`src/rtl/mt_pkg.sv`:
```
package mt_pkg;

  typedef enum logic [2:0] {
    ST_IDLE,
    ST_ADDR,
    ST_WAIT,
    ST_DATA,
    ST_GAP,
    ST_HOLD,
    ST_DONE
  } mt_state_e;

  typedef enum logic [1:0] {
    CPL_OK     = 2'b00,
    CPL_MABORT = 2'b01,
    CPL_TABORT = 2'b10
  } mt_cpl_e;

endpackage

```
`src/rtl/mt_devsel_window.sv`:
```
module mt_devsel_window #(
  parameter int WINDOW = 6
) (
  input  logic clk,
  input  logic rst_n,
  input  logic start,
  input  logic waiting,
  input  logic dev_sel,
  output logic timeout
);
  localparam int CW = $clog2(WINDOW + 1);

  logic [CW-1:0] cnt;

  always_ff @(posedge clk or negedge rst_n) begin
    if (!rst_n)
      cnt <= '0;
    else if (start)
      cnt <= CW'(1);
    else if (waiting && !dev_sel && cnt != CW'(WINDOW))
      cnt <= cnt + CW'(1);
  end

  assign timeout = waiting && !dev_sel && (cnt == CW'(WINDOW));
endmodule

```
`src/rtl/mt_xfer_track.sv`:
```
module mt_xfer_track #(
  parameter int ADDR_W     = 16,
  parameter int CNT_W      = 8,
  parameter int BEAT_BYTES = 8,
  parameter int ADB_BYTES  = 128
) (
  input  logic              clk,
  input  logic              rst_n,
  input  logic              load,
  input  logic [ADDR_W-1:0] ld_addr,
  input  logic [CNT_W-1:0]  ld_beats,
  input  logic              step,
  input  logic              bump,
  output logic [ADDR_W-1:0] cur_addr,
  output logic [CNT_W-1:0]  rem,
  output logic [CNT_W-1:0]  moved,
  output logic              last,
  output logic              adb_next
);
  localparam int ADB_LSB = $clog2(ADB_BYTES);
  localparam logic [ADDR_W-1:0] STRIDE = ADDR_W'(BEAT_BYTES);

  logic [ADDR_W-1:0] nxt;

  assign nxt      = cur_addr + STRIDE;
  assign adb_next = (nxt[ADB_LSB-1:0] == '0);
  assign last     = (rem == CNT_W'(1));

  always_ff @(posedge clk or negedge rst_n) begin
    if (!rst_n) begin
      cur_addr <= '0;
      rem      <= '0;
      moved    <= '0;
    end else if (load) begin
      cur_addr <= ld_addr;
      rem      <= ld_beats;
      moved    <= '0;
    end else if (step) begin
      cur_addr <= nxt;
      rem      <= rem - CNT_W'(1);
      moved    <= moved + CNT_W'(1);
    end else if (bump) begin
      moved    <= moved + CNT_W'(1);
    end
  end
endmodule

```
`src/rtl/mt_sticky.sv`:
```
module mt_sticky #(
  parameter int N = 2
) (
  input  logic         clk,
  input  logic         rst_n,
  input  logic [N-1:0] set,
  input  logic [N-1:0] clr,
  output logic [N-1:0] flag
);
  for (genvar i = 0; i < N; i++) begin : g_bit
    always_ff @(posedge clk or negedge rst_n) begin
      if (!rst_n)
        flag[i] <= 1'b0;
      else if (set[i])
        flag[i] <= 1'b1;
      else if (clr[i])
        flag[i] <= 1'b0;
    end
  end
endmodule

```
`src/rtl/mt_term_ctrl.sv`:
```
module mt_term_ctrl
  import mt_pkg::*;
#(
  parameter int ADDR_W     = 16,
  parameter int CNT_W      = 8,
  parameter int BEAT_BYTES = 8,
  parameter int ADB_BYTES  = 128,
  parameter int DS_WINDOW  = 6,
  parameter int RETRY_GAP  = 2
) (
  input  logic              clk,
  input  logic              rst_n,
  input  logic              req_valid,
  output logic              req_ready,
  input  logic              req_write,
  input  logic              req_split,
  input  logic              req_special,
  input  logic [ADDR_W-1:0] req_addr,
  input  logic [CNT_W-1:0]  req_beats,
  output logic              addr_phase,
  output logic [ADDR_W-1:0] bus_addr,
  output logic [CNT_W-1:0]  bus_beats,
  output logic              dphase,
  input  logic              dev_sel,
  input  logic              data_ack,
  input  logic              tgt_disc,
  input  logic              tgt_retry,
  input  logic              tgt_abort,
  input  logic              buf_empty,
  input  logic              lat_expired,
  input  logic              gnt,
  output logic              init_disc,
  output logic              cpl_valid,
  input  logic              cpl_ready,
  output logic [1:0]        cpl_status,
  output logic [CNT_W-1:0]  cpl_beats,
  input  logic [1:0]        sts_clr,
  output logic [1:0]        sts_flags
);
  localparam int GAP_W = $clog2(RETRY_GAP + 1);

  mt_state_e  st, st_nxt;
  mt_cpl_e    cpl_q, cpl_nxt;
  logic       write_q, split_q, special_q;
  logic [GAP_W-1:0] gap_cnt;
  logic       trk_load, trk_step, trk_bump, trk_last, trk_adb;
  logic       done_now, idisc_now, gap_start, set_ma, set_ta;
  logic       ds_timeout, dry, stall;

  mt_devsel_window #(.WINDOW(DS_WINDOW)) u_window (
    .clk(clk), .rst_n(rst_n),
    .start(st == ST_ADDR), .waiting(st == ST_WAIT),
    .dev_sel(dev_sel), .timeout(ds_timeout)
  );

  mt_xfer_track #(
    .ADDR_W(ADDR_W), .CNT_W(CNT_W),
    .BEAT_BYTES(BEAT_BYTES), .ADB_BYTES(ADB_BYTES)
  ) u_track (
    .clk(clk), .rst_n(rst_n),
    .load(trk_load), .ld_addr(req_addr), .ld_beats(req_beats),
    .step(trk_step), .bump(trk_bump),
    .cur_addr(bus_addr), .rem(bus_beats), .moved(cpl_beats),
    .last(trk_last), .adb_next(trk_adb)
  );

  mt_sticky #(.N(2)) u_sticky (
    .clk(clk), .rst_n(rst_n),
    .set({set_ta, set_ma}), .clr(sts_clr), .flag(sts_flags)
  );

  assign dry   = split_q && buf_empty;
  assign stall = lat_expired && !gnt;

  always_comb begin
    st_nxt    = st;
    cpl_nxt   = CPL_OK;
    trk_load  = 1'b0;
    trk_step  = 1'b0;
    trk_bump  = 1'b0;
    done_now  = 1'b0;
    idisc_now = 1'b0;
    gap_start = 1'b0;
    set_ma    = 1'b0;
    set_ta    = 1'b0;
    unique case (st)
      ST_IDLE: if (req_valid) begin
        trk_load = 1'b1;
        st_nxt   = ST_ADDR;
      end
      ST_ADDR: st_nxt = ST_WAIT;
      ST_WAIT: begin
        if (dev_sel) begin
          st_nxt = ST_DATA;
        end else if (ds_timeout) begin
          st_nxt   = ST_DONE;
          done_now = 1'b1;
          if (special_q) begin
            trk_bump = 1'b1;
          end else begin
            cpl_nxt = CPL_MABORT;
            set_ma  = 1'b1;
          end
        end
      end
      ST_DATA: begin
        if (tgt_retry) begin
          st_nxt    = ST_GAP;
          gap_start = 1'b1;
        end else if (tgt_abort) begin
          st_nxt   = ST_DONE;
          done_now = 1'b1;
          cpl_nxt  = CPL_TABORT;
          set_ta   = 1'b1;
        end else if (data_ack) begin
          trk_step = 1'b1;
          if (trk_last || special_q) begin
            st_nxt   = ST_DONE;
            done_now = 1'b1;
          end else if (tgt_disc) begin
            st_nxt = ST_ADDR;
          end else if (trk_adb && !write_q && (dry || stall)) begin
            st_nxt    = ST_HOLD;
            idisc_now = 1'b1;
          end
        end
      end
      ST_GAP:  if (gap_cnt == GAP_W'(RETRY_GAP)) st_nxt = ST_ADDR;
      ST_HOLD: if (gnt && !dry) st_nxt = ST_ADDR;
      ST_DONE: if (cpl_ready) st_nxt = ST_IDLE;
      default: st_nxt = ST_IDLE;
    endcase
  end

  always_ff @(posedge clk or negedge rst_n) begin
    if (!rst_n) begin
      st        <= ST_IDLE;
      cpl_q     <= CPL_OK;
      write_q   <= 1'b0;
      split_q   <= 1'b0;
      special_q <= 1'b0;
      gap_cnt   <= '0;
      init_disc <= 1'b0;
    end else begin
      st        <= st_nxt;
      init_disc <= idisc_now;
      if (trk_load) begin
        write_q   <= req_write;
        split_q   <= req_split;
        special_q <= req_special;
      end
      if (done_now)
        cpl_q <= cpl_nxt;
      if (gap_start)
        gap_cnt <= GAP_W'(1);
      else if (st == ST_GAP)
        gap_cnt <= gap_cnt + GAP_W'(1);
    end
  end

  assign req_ready  = (st == ST_IDLE);
  assign addr_phase = (st == ST_ADDR);
  assign dphase     = (st == ST_DATA);
  assign cpl_valid  = (st == ST_DONE);
  assign cpl_status = cpl_q;
endmodule

```
`config.mk`:
```
export PLATFORM = sky130hd
export DESIGN_NAME = mt_term_ctrl
export DESIGN_NICKNAME = d
export VERILOG_FILES = /design/src/rtl/mt_pkg.sv /design/src/rtl/mt_devsel_window.sv /design/src/rtl/mt_xfer_track.sv /design/src/rtl/mt_sticky.sv /design/src/rtl/mt_term_ctrl.sv
export SDC_FILE = /design/constraint.sdc
export NUM_CORES = 1
export LEC_CHECK = 0
export BUFFER_PORTS_ARGS = -buffer_cell sky130_fd_sc_hd__buf_2
export CAP_MARGIN = 20
export CORE_UTILIZATION = 30
export DETAILED_ROUTE_END_ITERATION = 12
export PLACE_DENSITY = 0.49
export SLEW_MARGIN = 10
export SYNTH_ARGS = -nofsm -noshare
export SYNTH_HDL_FRONTEND = slang
export SYNTH_SLANG_ARGS = --single-unit
```
`constraint.sdc`:
```
create_clock -name clk -period 2.1 [get_ports clk]
set_input_delay 0.105 -clock clk [delete_from_list [all_inputs] [get_ports clk]]
set_output_delay 0.105 -clock clk [all_outputs]
set_load 0.01 [all_outputs]
```
==> flow_summary_export.csv, run 1 <==
group,metric,value,unit
timing,skew,6.65,ps
synth,synth-simple-area-share,27.0,%
synth,synth-seq-area-share,43.9,%
routing,drt_wl_total,7.24,mm
clocking,clockRootBuffer,"clkbuf_8",
worst_setup_path,r2r_end,"st[1]",
worst_setup_path,cp.required,2280,ps
power_and_ir_drop,peakVddDrop,0.000511,V
synth,syn_inst,298,
grt,grt_pass1_vias,2338,
hold_path,hold_path.class,"input pin to flop",
timing,slew_viol_final,0,
grt,antenna_found_initial,0,
worst_setup_path,cp_max_fo,5,
cells_and_area,fin_cells,516,
grt,gr-total-overflow,0,
timing,tightestPinTransition,777,ps
synth,synth_compound_area_share,12.0,%
timing,hold_viol,0,
synth,synth_area_leaders,"dfrtp_1 (44%), nand2_1 (8.8%), xor2_1 (4.2%), ha_1 (3.2%), xnor2_1 (3.2%)",
clocking,cts_buffer_depth,2,
synth,synth.distinct_cells,54,
synth,synth_most_common_cell,"nand2_1",
grt,track_usage,15.4,%
run,drv_cap,0,
synth,synth_xor_area_share,7.37,%
place,dp.cells,489,
timing,fmax,514,MHz
synth,synth_top_family_by_area,"simple AND/OR/NAND/NOR gates",
synth,ys_ff_latch,48,
synth,yosysTopAreaCell,"dfrtp_1",
timing,finalSetupViolations,0,
routing,via_per_inst,4.85,
timing,fin_crit,1950,ps
synth,synth_top_area_share,43.9,%
worst_setup_path,cp-end-kind,"flop",
synth,postSynth.asyncResetShare,100,%
synth,synthAdderAreaFrac,3.20,%
routing,firstDrtPassIters,4,
routing,avgRoutedWirePerCell,14.0,um
clocking,cts_buffers,5,
cells_and_area,drive_gt1_share,29.7,%
grt,grt_max_degree,34,
routing,drc,0,
routing,ant_nets,0,
clocking,tritoncts,"yes",
routing,vias,2503,
die,io_pins,82,
synth,syn_area,0.00273,mm2
timing,rsz0062_at_grt,"false",
worst_setup_path,critPathArrivalTime,2130,ps
timing,slew_headroom,48.2,%
synth,synth_edf_count,0,
synth,synthTopCellsByCount,"nand2_1 (64), dfrtp_1 (48), nor2_1 (20)",
clocking,clk_latency,310,ps
worst_setup_path,cpPeakStageDelay,500,ps
worst_setup_path,reg2reg_depth,6,
synth,synthMuxAreaShare,2.24,%
timing,whs,9.27,ps
grt,grt_pass1_wl,11.7,mm
die,coreArea,0.00876,mm2
place,numPortBuffers,81,
power_and_ir_drop,powerDensity,1150,mW/mm2
worst_setup_path,timing.rr.start,"u_track.rem[0]",
synth,yosysWarnings,0,
synth,syn-num-nets,346,
die,die_y,97.5,um
timing,fin_crit_sh,92.7,%
synth,syn_avg_cell_area,9.17,um2
hold_path,whs_endpoint,"u_track.rem[7]",
worst_setup_path,crit_chain,"ha_1 > nor3b_1 > a21oi_2 > nand2_1 > a32o_1 > or4_1",
status,outcome,"complete, no violations",
place,place.gp.congestion,0.850,
worst_setup_path,critPathKind,"flop to flop",
die,die_w,97.5,um
die,start_util,31.2,%
hold_path,hp-start,"req_beats[7]",
clocking,clock_sinks,48,
routing,drt_iter0_markers,73,
cells_and_area,final_nets,455,
worst_setup_path,cp_slowest_cell,"or4_1",
power_and_ir_drop,power.leakage,1.70,nW
synth,ys.flop_type,"dfrtp_1",
cells_and_area,antenna_cells,0,
die,dieArea,0.00950,mm2
cells_and_area,fillers,891,
die,placementRows,34,
timing,finalSetupTns,0,ps
clocking,clkTransAtPathRegs,90,ps
place,dp_hpwl,5.35,mm
worst_setup_path,startpoint_type,"flop",
clocking,cts_htree_levels,2,
worst_setup_path,rrSetupSlack,150,ps
cells_and_area,area_growth,32.9,%
clocking,postCtsSetupBuffers,0,
hold_path,hold_depth,3,
-- routing by layer --
layer  up-vias  track usage [%]  wire length, um
li1       1263                -                -
met5         -                0                0
met3         6             3.96              361
met1      1168             21.8             3530
met2        66             23.7             3290
met4         0             3.39               65
-- power breakdown --
group          switching (mW)  internal, mW
sequential              0.392          1.26
combinational            1.04         0.886
clock                   0.326         0.264
-- registers in the layout, indices dropped and copies added (netlist names) --
register          cells
u_track.cur_addr     16
u_track.moved         8
u_track.rem           8
st                    3
u_window.cnt          3
cpl_status            2
gap_cnt               2
u_sticky.flag         2
init_disc             1
special_q             1
split_q               1
write_q               1
-- worst max-delay path, delay by kind of cell (launching register included) --
| family | cells | cell delay (ps) |
|---|---|---|
| flops | 1 | 440 |
| compound gates | 2 | 430 |
| simple gates | 3 | 730 |
| fa+ha+maj | 1 | 220 |
-- cell usage in the layout (no fill, tap or decap), types with 2 or more instances in the layout --
| cell | netlist | layout |
|---|---|---|
| nor3_1 | 4 | 4 |
| a211oi_1 | 2 | 2 |
| o21ai_1 | 8 | 8 |
| mux2i_1 | 5 | 5 |
| a311oi_1 | 2 | 2 |
| o21ai_2 | 2 | 2 |
| nand2b_1 | 2 | 2 |
| clkbuf_8 | 0 | 6 |
| dfrtp_1 | 48 | 48 |
| a211oi_2 | 2 | 2 |
| xor2_1 | 13 | 13 |
| nand2_1 | 64 | 64 |
| nand3b_1 | 2 | 2 |
| buf_2 | 5 | 81 |
| nand4b_1 | 4 | 4 |
| inv_1 | 9 | 9 |
| and3_1 | 3 | 3 |
| a21oi_1 | 9 | 9 |
| nand4_1 | 8 | 8 |
| buf_4 | 2 | 14 |
| buf_12 | 0 | 2 |
| a221oi_1 | 2 | 2 |
| nor4_1 | 4 | 4 |
| o21ai_0 | 12 | 12 |
| nor2_1 | 20 | 20 |
| clkinv_2 | 0 | 2 |
| nor4b_2 | 1 | 3 |
| xnor2_1 | 10 | 10 |
| a31oi_1 | 2 | 2 |
| nand3_1 | 14 | 14 |
| ha_1 | 7 | 7 |
| dlygate4sd3_1 | 0 | 19 |
-- kinds of logic (layout without fill, tap and decap cells) --
family,Yosys count,in the layout
buffers and inverters,23,133
xor gates and xnor gates,23,23
adders and majority gates,7,7
and+or+nand+nor,141,141
AOI/OAI and AO/OA,50,50
DFF,48,48
muxes,6,6
-- cell type report --
class                           instances  area (um2)  share of cell area [%]
Clock buffer                            6        82.6                    2.27
Tap cell                              108         135                    3.72
Sequential cell                        48        1200                    33.1
Inverter                                9        33.8                   0.930
Clock inverter                          2        10.0                   0.275
Timing Repair Buffer                  116         741                    20.4
Multi-Input combinational cell        227        1430                    39.4
-- through the flow --
stage / power, mW / setup WS [ps] / util (%) / cell area (um2)
global placement: 3.57 / 130 / 38.2 / 3340
global route: 4.51 / 27.2 / 41.5 / 3630
detailed placement: 3.57 / 20.2 / 38.2 / 3340
CTS: 4.20 / 6.41 / 41.3 / 3620
finish: 4.16 / 154 / 41.5 / 3630
floorplan: 2.83 / 149 / - / 2730
-- how the worst max path moves through the flow --
stage                              startpoint     to
after floorplan           u_track.cur_addr[3]  st[1]
after global placement    u_track.cur_addr[3]  st[1]
after detailed placement  u_track.cur_addr[3]  st[1]
after CTS                 u_track.cur_addr[3]  st[1]
after global routing      u_track.cur_addr[3]  st[1]
final                          u_track.rem[0]  st[1]
-- repair_timing --
item / 4_1_cts / 5_1_grt
hold buffers: 18 / 1
endpoints found under the setup margin: 0 / 1
hold endpoints to repair: 48 / 1
gates resized for setup: 0 / 1
No activity file was read; power rests on OpenSTA's default activity.
==> inputs of run 2 (changes only) <==
--- a/config.mk
+++ b/config.mk
@@ -5,6 +5,7 @@
 export SDC_FILE = /design/constraint.sdc
 export NUM_CORES = 1
 export LEC_CHECK = 0
+export ABC_AREA = 1
 export BUFFER_PORTS_ARGS = -buffer_cell sky130_fd_sc_hd__buf_2
 export CAP_MARGIN = 20
 export CORE_UTILIZATION = 30
==> run 2 against run 1 <==
Flip-flop and latch count did not move. Combinational power up 21%. Sequential power about the same. Global-route usage rose by 0.38 points. Critical path depth grew 2. First-iteration DRC count rose by 59%. Worst hold slack improved by 1.4 ps.
==> flow_summary_export.csv, run 2 <==
group,metric,value,unit
die,die_w,102,um
timing,tightestPinTransition,587,ps
die,placementRows,35,
timing,setup_slack,305,ps
die,die_y,102,um
timing,fmax,557,MHz
run,drv_cap,0,
worst_setup_path,r2r_end,"u_track.cur_addr[11]",
grt,track_usage,15.8,%
place,dp.cells,612,
synth,synth_area_leaders,"dfrtp_1 (40%), nand2_1 (14%), nand3_1 (6.2%), inv_1 (5.8%), nor2_1 (5.7%)",
grt,gr-total-overflow,0,
timing,fin_crit_sh,85.5,%
routing,ant_nets,0,
grt,grt_max_degree,26,
cells_and_area,final_area,0.00368,mm2
synth,syn_avg_cell_area,7.30,um2
power_and_ir_drop,p_total,4.68,mW
grt,busiest_layer,"met2",
synth,syn_area,0.00297,mm2
synth,synth-seq-area-share,40.4,%
die,start_util,31.6,%
timing,finalSetupTns,0,ps
synth,ys_ff_latch,48,
grt,met2_usage,26.6,%
timing,hold_viol,0,
worst_setup_path,reg2reg_depth,8,
clocking,cts_resized,0,
clocking,cts_htree_levels,2,
worst_setup_path,endpoint,"u_track.cur_addr[11]",
timing,slew_headroom,60.8,%
clocking,tritoncts,"yes",
routing,avgRoutedWirePerCell,12.5,um
synth,synth_most_common_cell,"nand2_1",
power_and_ir_drop,switching_power,2.16,mW
power_and_ir_drop,power_frac_comb,49.7,%
worst_setup_path,cp-end-kind,"flop",
cells_and_area,most-common-layout-cells,"nand2_1 (107), buf_2 (81), dfrtp_1 (48), inv_1 (46), nor2_1 (45)",
routing,firstDrtPassIters,4,
synth,synth_edf_count,0,
worst_setup_path,timing.rr.start,"st[1]",
timing,skew,6.70,ps
clocking,cts_buffers,5,
synth,synth.distinct_cells,36,
routing,drt_iter0_markers,116,
worst_setup_path,rrSetupSlack,310,ps
grt,use_met3,2.69,%
clocking,clkTransAtPathRegs,90,ps
cells_and_area,final_nets,542,
clocking,clock_sinks,48,
synth,synth_top_area_share,40.4,%
routing,via_per_inst,4.67,
cells_and_area,largest_register,"u_track.cur_addr",
synth,yosysWarnings,0,
cells_and_area,top_regs,"u_track.cur_addr x16, u_track.moved x8, u_track.rem x8",
timing,slew_viol_final,0,
synth,syn-num-nets,455,
worst_setup_path,cp.required,2330,ps
status,outcome,"complete, no violations",
synth,syn_inst,407,
power_and_ir_drop,pwr-share-seq,36.0,%
power_and_ir_drop,switching_share,46.1,%
routing,drt_wl_total,7.78,mm
clocking,postCtsSetupBuffers,0,
timing,rsz0062_at_grt,"false",
cells_and_area,final_common_cell,"nand2_1",
die,dieArea,0.0103,mm2
cells_and_area,fin_cells,624,
power_and_ir_drop,powerDensity,1270,mW/mm2
worst_setup_path,cp-startpoint,"st[1]",
power_and_ir_drop,clockPowerShare,14.4,%
power_and_ir_drop,power.leakage,1.93,nW
clocking,clk_latency,300,ps
routing,drc,0,
die,io_pins,82,
die,coreArea,0.00942,mm2
grt,groute.layer.met1.usage,21.2,%
place,place.gp.congestion,0.817,
place,dp_hpwl,6.15,mm
power_and_ir_drop,peakVddDrop,0.000422,V
hold_path,hold_path.class,"input pin to flop",
cells_and_area,antenna_cells,0,
clocking,clockRootBuffer,"clkbuf_8",
cells_and_area,drive_gt1_share,23.0,%
clocking,ctsHoldBuffers,3,
place,placed_area,0.00354,mm2
routing,vias,2911,
grt,grt_pass1_vias,2720,
timing,finalSetupViolations,0,
place,numPortBuffers,81,
place,place_ws,307,ps
worst_setup_path,critPathArrivalTime,2020,ps
synth,postSynth.asyncResetShare,100,%
worst_setup_path,cp_max_fo,15,
timing,fin_crit,1790,ps
clocking,cts_buffer_depth,2,
synth,synthTopCellsByCount,"nand2_1 (107), dfrtp_1 (48), inv_1 (46)",
grt,antenna_found_initial,0,
worst_setup_path,startpoint_type,"flop",
synth,ys.flop_type,"dfrtp_1",
worst_setup_path,critPathKind,"flop to flop",
cells_and_area,largest_reg_flops,16,
grt,grt_pass1_wl,12.8,mm
power_and_ir_drop,p_int,2.52,mW
synth,yosysTopAreaCell,"dfrtp_1",
cells_and_area,area_growth,23.9,%
-- run 2: cell count changes after synthesis, moves of 5 or more --
| cell | previous run | this run |
|---|---|---|
| nand2_1 | 64 | 107 |
| inv_1 | 9 | 46 |
| nor2_1 | 20 | 45 |
| nand3_1 | 14 | 37 |
| o21ai_0 | 12 | 29 |
| xnor2_1 | 10 | 0 |
| xor2_1 | 13 | 5 |
| nor3_1 | 4 | 11 |
| o21ai_1 | 8 | 1 |
| mux2i_1 | 5 | 0 |
| nor2_4 | 0 | 5 |
| o211ai_1 | 1 | 6 |
-- run 2: cells by family (layout without fill, tap and decap cells) --
group                    count (synthesis)  in the layout  share of synthesized area (%)
buffers and inverters                   63            151                           8.75
AO/OA/AOI/OAI                           56             56                           10.9
XOR/XNOR                                 5              5                           1.47
flip-flops                              48             48                           40.4
adder cells (fa/ha/maj)                  7              7                           2.95
AND/OR/NAND/NOR                        228            228                           35.5
-- run 2: worst max-delay path, stage by stage (launching register included) --
cell      delay, ps
dfrtp_1         520
nand2_2         110
nor2_4          170
nand3_4         190
clkinv_2        150
nor2_4           70
inv_2           210
o21ai_0         150
o22ai_1         140
-- run 2: worst min path at each step --
stage | startpoint | end | slack [ps] | depth (start not counted)
6_report | req_write | write_q | 10 | 3
5_1_grt | req_write | write_q | 10 | 3
4_1_cts | req_addr[2] | u_track.cur_addr[2] | 6 | 3
3_5_place_dp | rst_n | u_track.cur_addr[13] | 150 | 1
3_3_place_gp | rst_n | u_track.cur_addr[13] | 150 | 1
2_1_floorplan | rst_n | cpl_status[0] | -190 | 0
-- run 2: layout make-up --
class	count	area, um2
clock inverter	2	35.0
inverter	51	193
tap	129	161
fill	1048	5730
timing repair buffer	92	510
multi-input combinational	296	1510
clock buffer	6	72.6
sequential	48	1200
-- run 2: power groups by stage --
stage	clock network [mW]	registers, mW	logic [mW]
global placement	0	1.70	2.32
floorplan	0	1.72	1.52
global route	0.724	1.75	2.68
detailed placement	0	1.71	2.34
finish	0.672	1.68	2.32
CTS	0.694	1.69	2.35
-- run 2: metrics by stage --
stage	hold WS (ps)	util, %
6_report	10.6	39.1
5_1_grt	12.7	39.1
4_1_cts	5.67	39.0
3_5_place_dp	150	37.6
3_3_place_gp	147	37.6
2_1_floorplan	-191	-
-- run 2: metal layers --
layer | vias up | part of all wire, % | wire length (um)
met3 | 8 | 4.9 | 381
met4 | 0 | 1.3 | 98
met1 | 1337 | 48 | 3760
met2 | 72 | 46 | 3540
li1 | 1494 | - | -
met5 | - | 0 | 0
==> inputs of run 3 (changes only) <==
--- a/config.mk
+++ b/config.mk
@@ -10,7 +10,6 @@
 export CAP_MARGIN = 20
 export CORE_UTILIZATION = 30
 export DETAILED_ROUTE_END_ITERATION = 12
-export PLACE_DENSITY = 0.49
 export SLEW_MARGIN = 10
 export SYNTH_ARGS = -nofsm -noshare
 export SYNTH_HDL_FRONTEND = slang
==> run 3 against run 2 <==
Final cell count did not move. Sequential power barely moved. Global-route usage rose by 0.55 points. Clock-buffer cell count fell by 1. Register-to-register slack got worse by 60 ps. Via count fell by 0.10%. Fmax fell by 3.4%. Critical path depth fell by 1. Worst setup slack got worse by 64 ps. Sequential share of layout area did not move. Total power fell by 0.32%.
==> flow_summary_export.csv, run 3 (synthesized netlist as in run 2, its figures left out) <==
group,metric,value,unit
status,outcome,"complete, no violations",
worst_setup_path,cp.required,2290,ps
hold_path,hold_path.class,"input pin to flop",
timing,finalSetupTns,0,ps
cells_and_area,largest_register,"u_track.cur_addr",
routing,drt_iter0_markers,119,
grt,antenna_found_initial,0,
worst_setup_path,rrSetupSlack,240,ps
cells_and_area,drive_gt1_share,22.8,%
power_and_ir_drop,switching_share,46.6,%
die,coreArea,0.00942,mm2
routing,via_per_inst,4.66,
power_and_ir_drop,power_frac_comb,48.2,%
grt,grt_pass1_vias,2801,
timing,fin_crit_sh,88.5,%
cells_and_area,area_growth,23.9,%
clocking,clk_latency,310,ps
grt,grt_max_degree,49,
die,placementRows,35,
cells_and_area,regArea,0.00120,mm2
die,io_pins,82,
clocking,cts_buffers,5,
worst_setup_path,cpPeakStageDelay,530,ps
power_and_ir_drop,pwr-share-seq,36.6,%
worst_setup_path,reg2reg_depth,7,
grt,track_usage,16.4,%
routing,drc,0,
routing,drt_wl_total,7.90,mm
die,die_w,102,um
clocking,ctsHoldBuffers,6,
cells_and_area,largest_reg_flops,16,
timing,hold_viol,0,
power_and_ir_drop,powerDensity,1260,mW/mm2
run,drv_cap,0,
hold_path,hp-start,"req_write",
power_and_ir_drop,switching_power,2.17,mW
place,place.gp.congestion,0.784,
die,die_y,102,um
clocking,tritoncts,"yes",
clocking,clockRootBuffer,"clkbuf_8",
clocking,cts_htree_levels,2,
power_and_ir_drop,peakVddDrop,0.000467,V
clocking,cts_resized,0,
hold_path,hold_depth,3,
timing,tightestPinTransition,671,ps
grt,grt_pass1_wl,13.2,mm
worst_setup_path,path_buf_inv,2,
worst_setup_path,critPathKind,"flop to flop",
cells_and_area,final_nets,542,
cells_and_area,multi_input_area,0.00151,mm2
routing,avgRoutedWirePerCell,12.7,um
power_and_ir_drop,p_int,2.49,mW
clocking,clock_sinks,48,
timing,fin_crit,1860,ps
worst_setup_path,timing.rr.start,"st[0]",
worst_setup_path,cp-end-kind,"flop",
routing,ant_nets,0,
grt,gr-total-overflow,0,
hold_path,whs_endpoint,"write_q",
cells_and_area,fillers,976,
worst_setup_path,critPathArrivalTime,2050,ps
cells_and_area,final_area,0.00368,mm2
timing,finalSetupViolations,0,
cells_and_area,most-common-layout-cells,"nand2_1 (107), buf_2 (81), dfrtp_1 (48), inv_1 (46), nor2_1 (45)",
timing,fmax,538,MHz
worst_setup_path,path_delay_family,"simple AND/OR/NAND/NOR gates",
worst_setup_path,startpoint_type,"flop",
power_and_ir_drop,power.leakage,1.92,nW
die,dieArea,0.0103,mm2
timing,skew,9.73,ps
timing,rsz0062_at_grt,"false",
die,start_util,31.6,%
routing,vias,2908,
cells_and_area,final_common_cell,"nand2_1",
worst_setup_path,cp_slowest_cell,"dfrtp_1",
power_and_ir_drop,clockPowerShare,15.2,%
place,placed_area,0.00351,mm2
power_and_ir_drop,p_total,4.66,mW
worst_setup_path,cp_max_fo,17,
worst_setup_path,crit_top_cell,"o21ai_0",
timing,slew_headroom,55.3,%
worst_setup_path,r2r_end,"u_track.rem[5]",
routing,firstDrtPassIters,7,
clocking,cts_buffer_depth,2,
place,numPortBuffers,81,
place,dp.cells,610,
timing,slew_viol_final,0,
cells_and_area,top_regs,"u_track.cur_addr x16, u_track.moved x8, u_track.rem x8",
cells_and_area,antenna_cells,0,
cells_and_area,fin_cells,624,
worst_setup_path,crit_chain,"nor2_4 > nand2_2 > nor2_8 > inv_2 > buf_4 > o21ai_0 > o21ai_0",
clocking,clkTransAtPathRegs,100,ps
clocking,postCtsSetupBuffers,0,
place,dp_hpwl,6.05,mm
[run 3: how the worst max path moves through the flow]
stage / start / end / slack (ps) / cells past startpoint
6_report: st[0] / u_track.rem[5] / 240 / 7
5_1_grt: st[0] / u_track.rem[5] / 50 / 7
4_1_cts: st[0] / u_track.rem[5] / 220 / 7
3_5_place_dp: st[0] / u_track.rem[5] / 240 / 7
3_3_place_gp: st[0] / u_track.rem[1] / 310 / 7
2_1_floorplan: st[0] / u_track.cur_addr[10] / 600 / 8
[run 3: tightest hold or removal path: stages]
cell and delay (ps):
buf_2 80, nand2_1 40, nand2_1 60
[run 3: metal layers]
| layer | wire [um] | GRT usage (%) | share of wire (%) | vias up |
|---|---|---|---|---|
| li1 | - | - | - | 1503 |
| met1 | 3680 | 20.8 | 47 | 1327 |
| met2 | 3780 | 28.4 | 48 | 67 |
| met3 | 305 | 2.55 | 3.9 | 11 |
| met4 | 125 | 5.02 | 1.6 | 0 |
| met5 | 0 | 0 | 0 | - |
[run 3: power by group through the flow]
stage	Sequential, mW	Clock, mW	Combinational (mW)
3_3_place_gp	1.71	0	2.22
4_1_cts	1.71	0.732	2.28
3_5_place_dp	1.73	0	2.26
2_1_floorplan	1.72	0	1.52
6_report	1.70	0.708	2.25
5_1_grt	1.78	0.764	2.61
[run 3: through the flow]
step                hold WS, ps  util (%)  setup WS (ps)
floorplan                  -191         -            603
global placement            263      37.3            305
detailed placement          261      37.3            237
CTS                        4.60      39.1            225
global route               8.12      39.1           45.8
finish                     12.2      39.1            241
[run 3: cell type report]
cell class              count  share of cell area (%)
clock buffers               5                    1.87
flip-flops and latches     48                    32.6
repair buffers             92                    13.7
inverters                  51                    5.23
multi-input cells         296                    41.0
clock inverters             3                    1.26
well taps                 129                    4.38
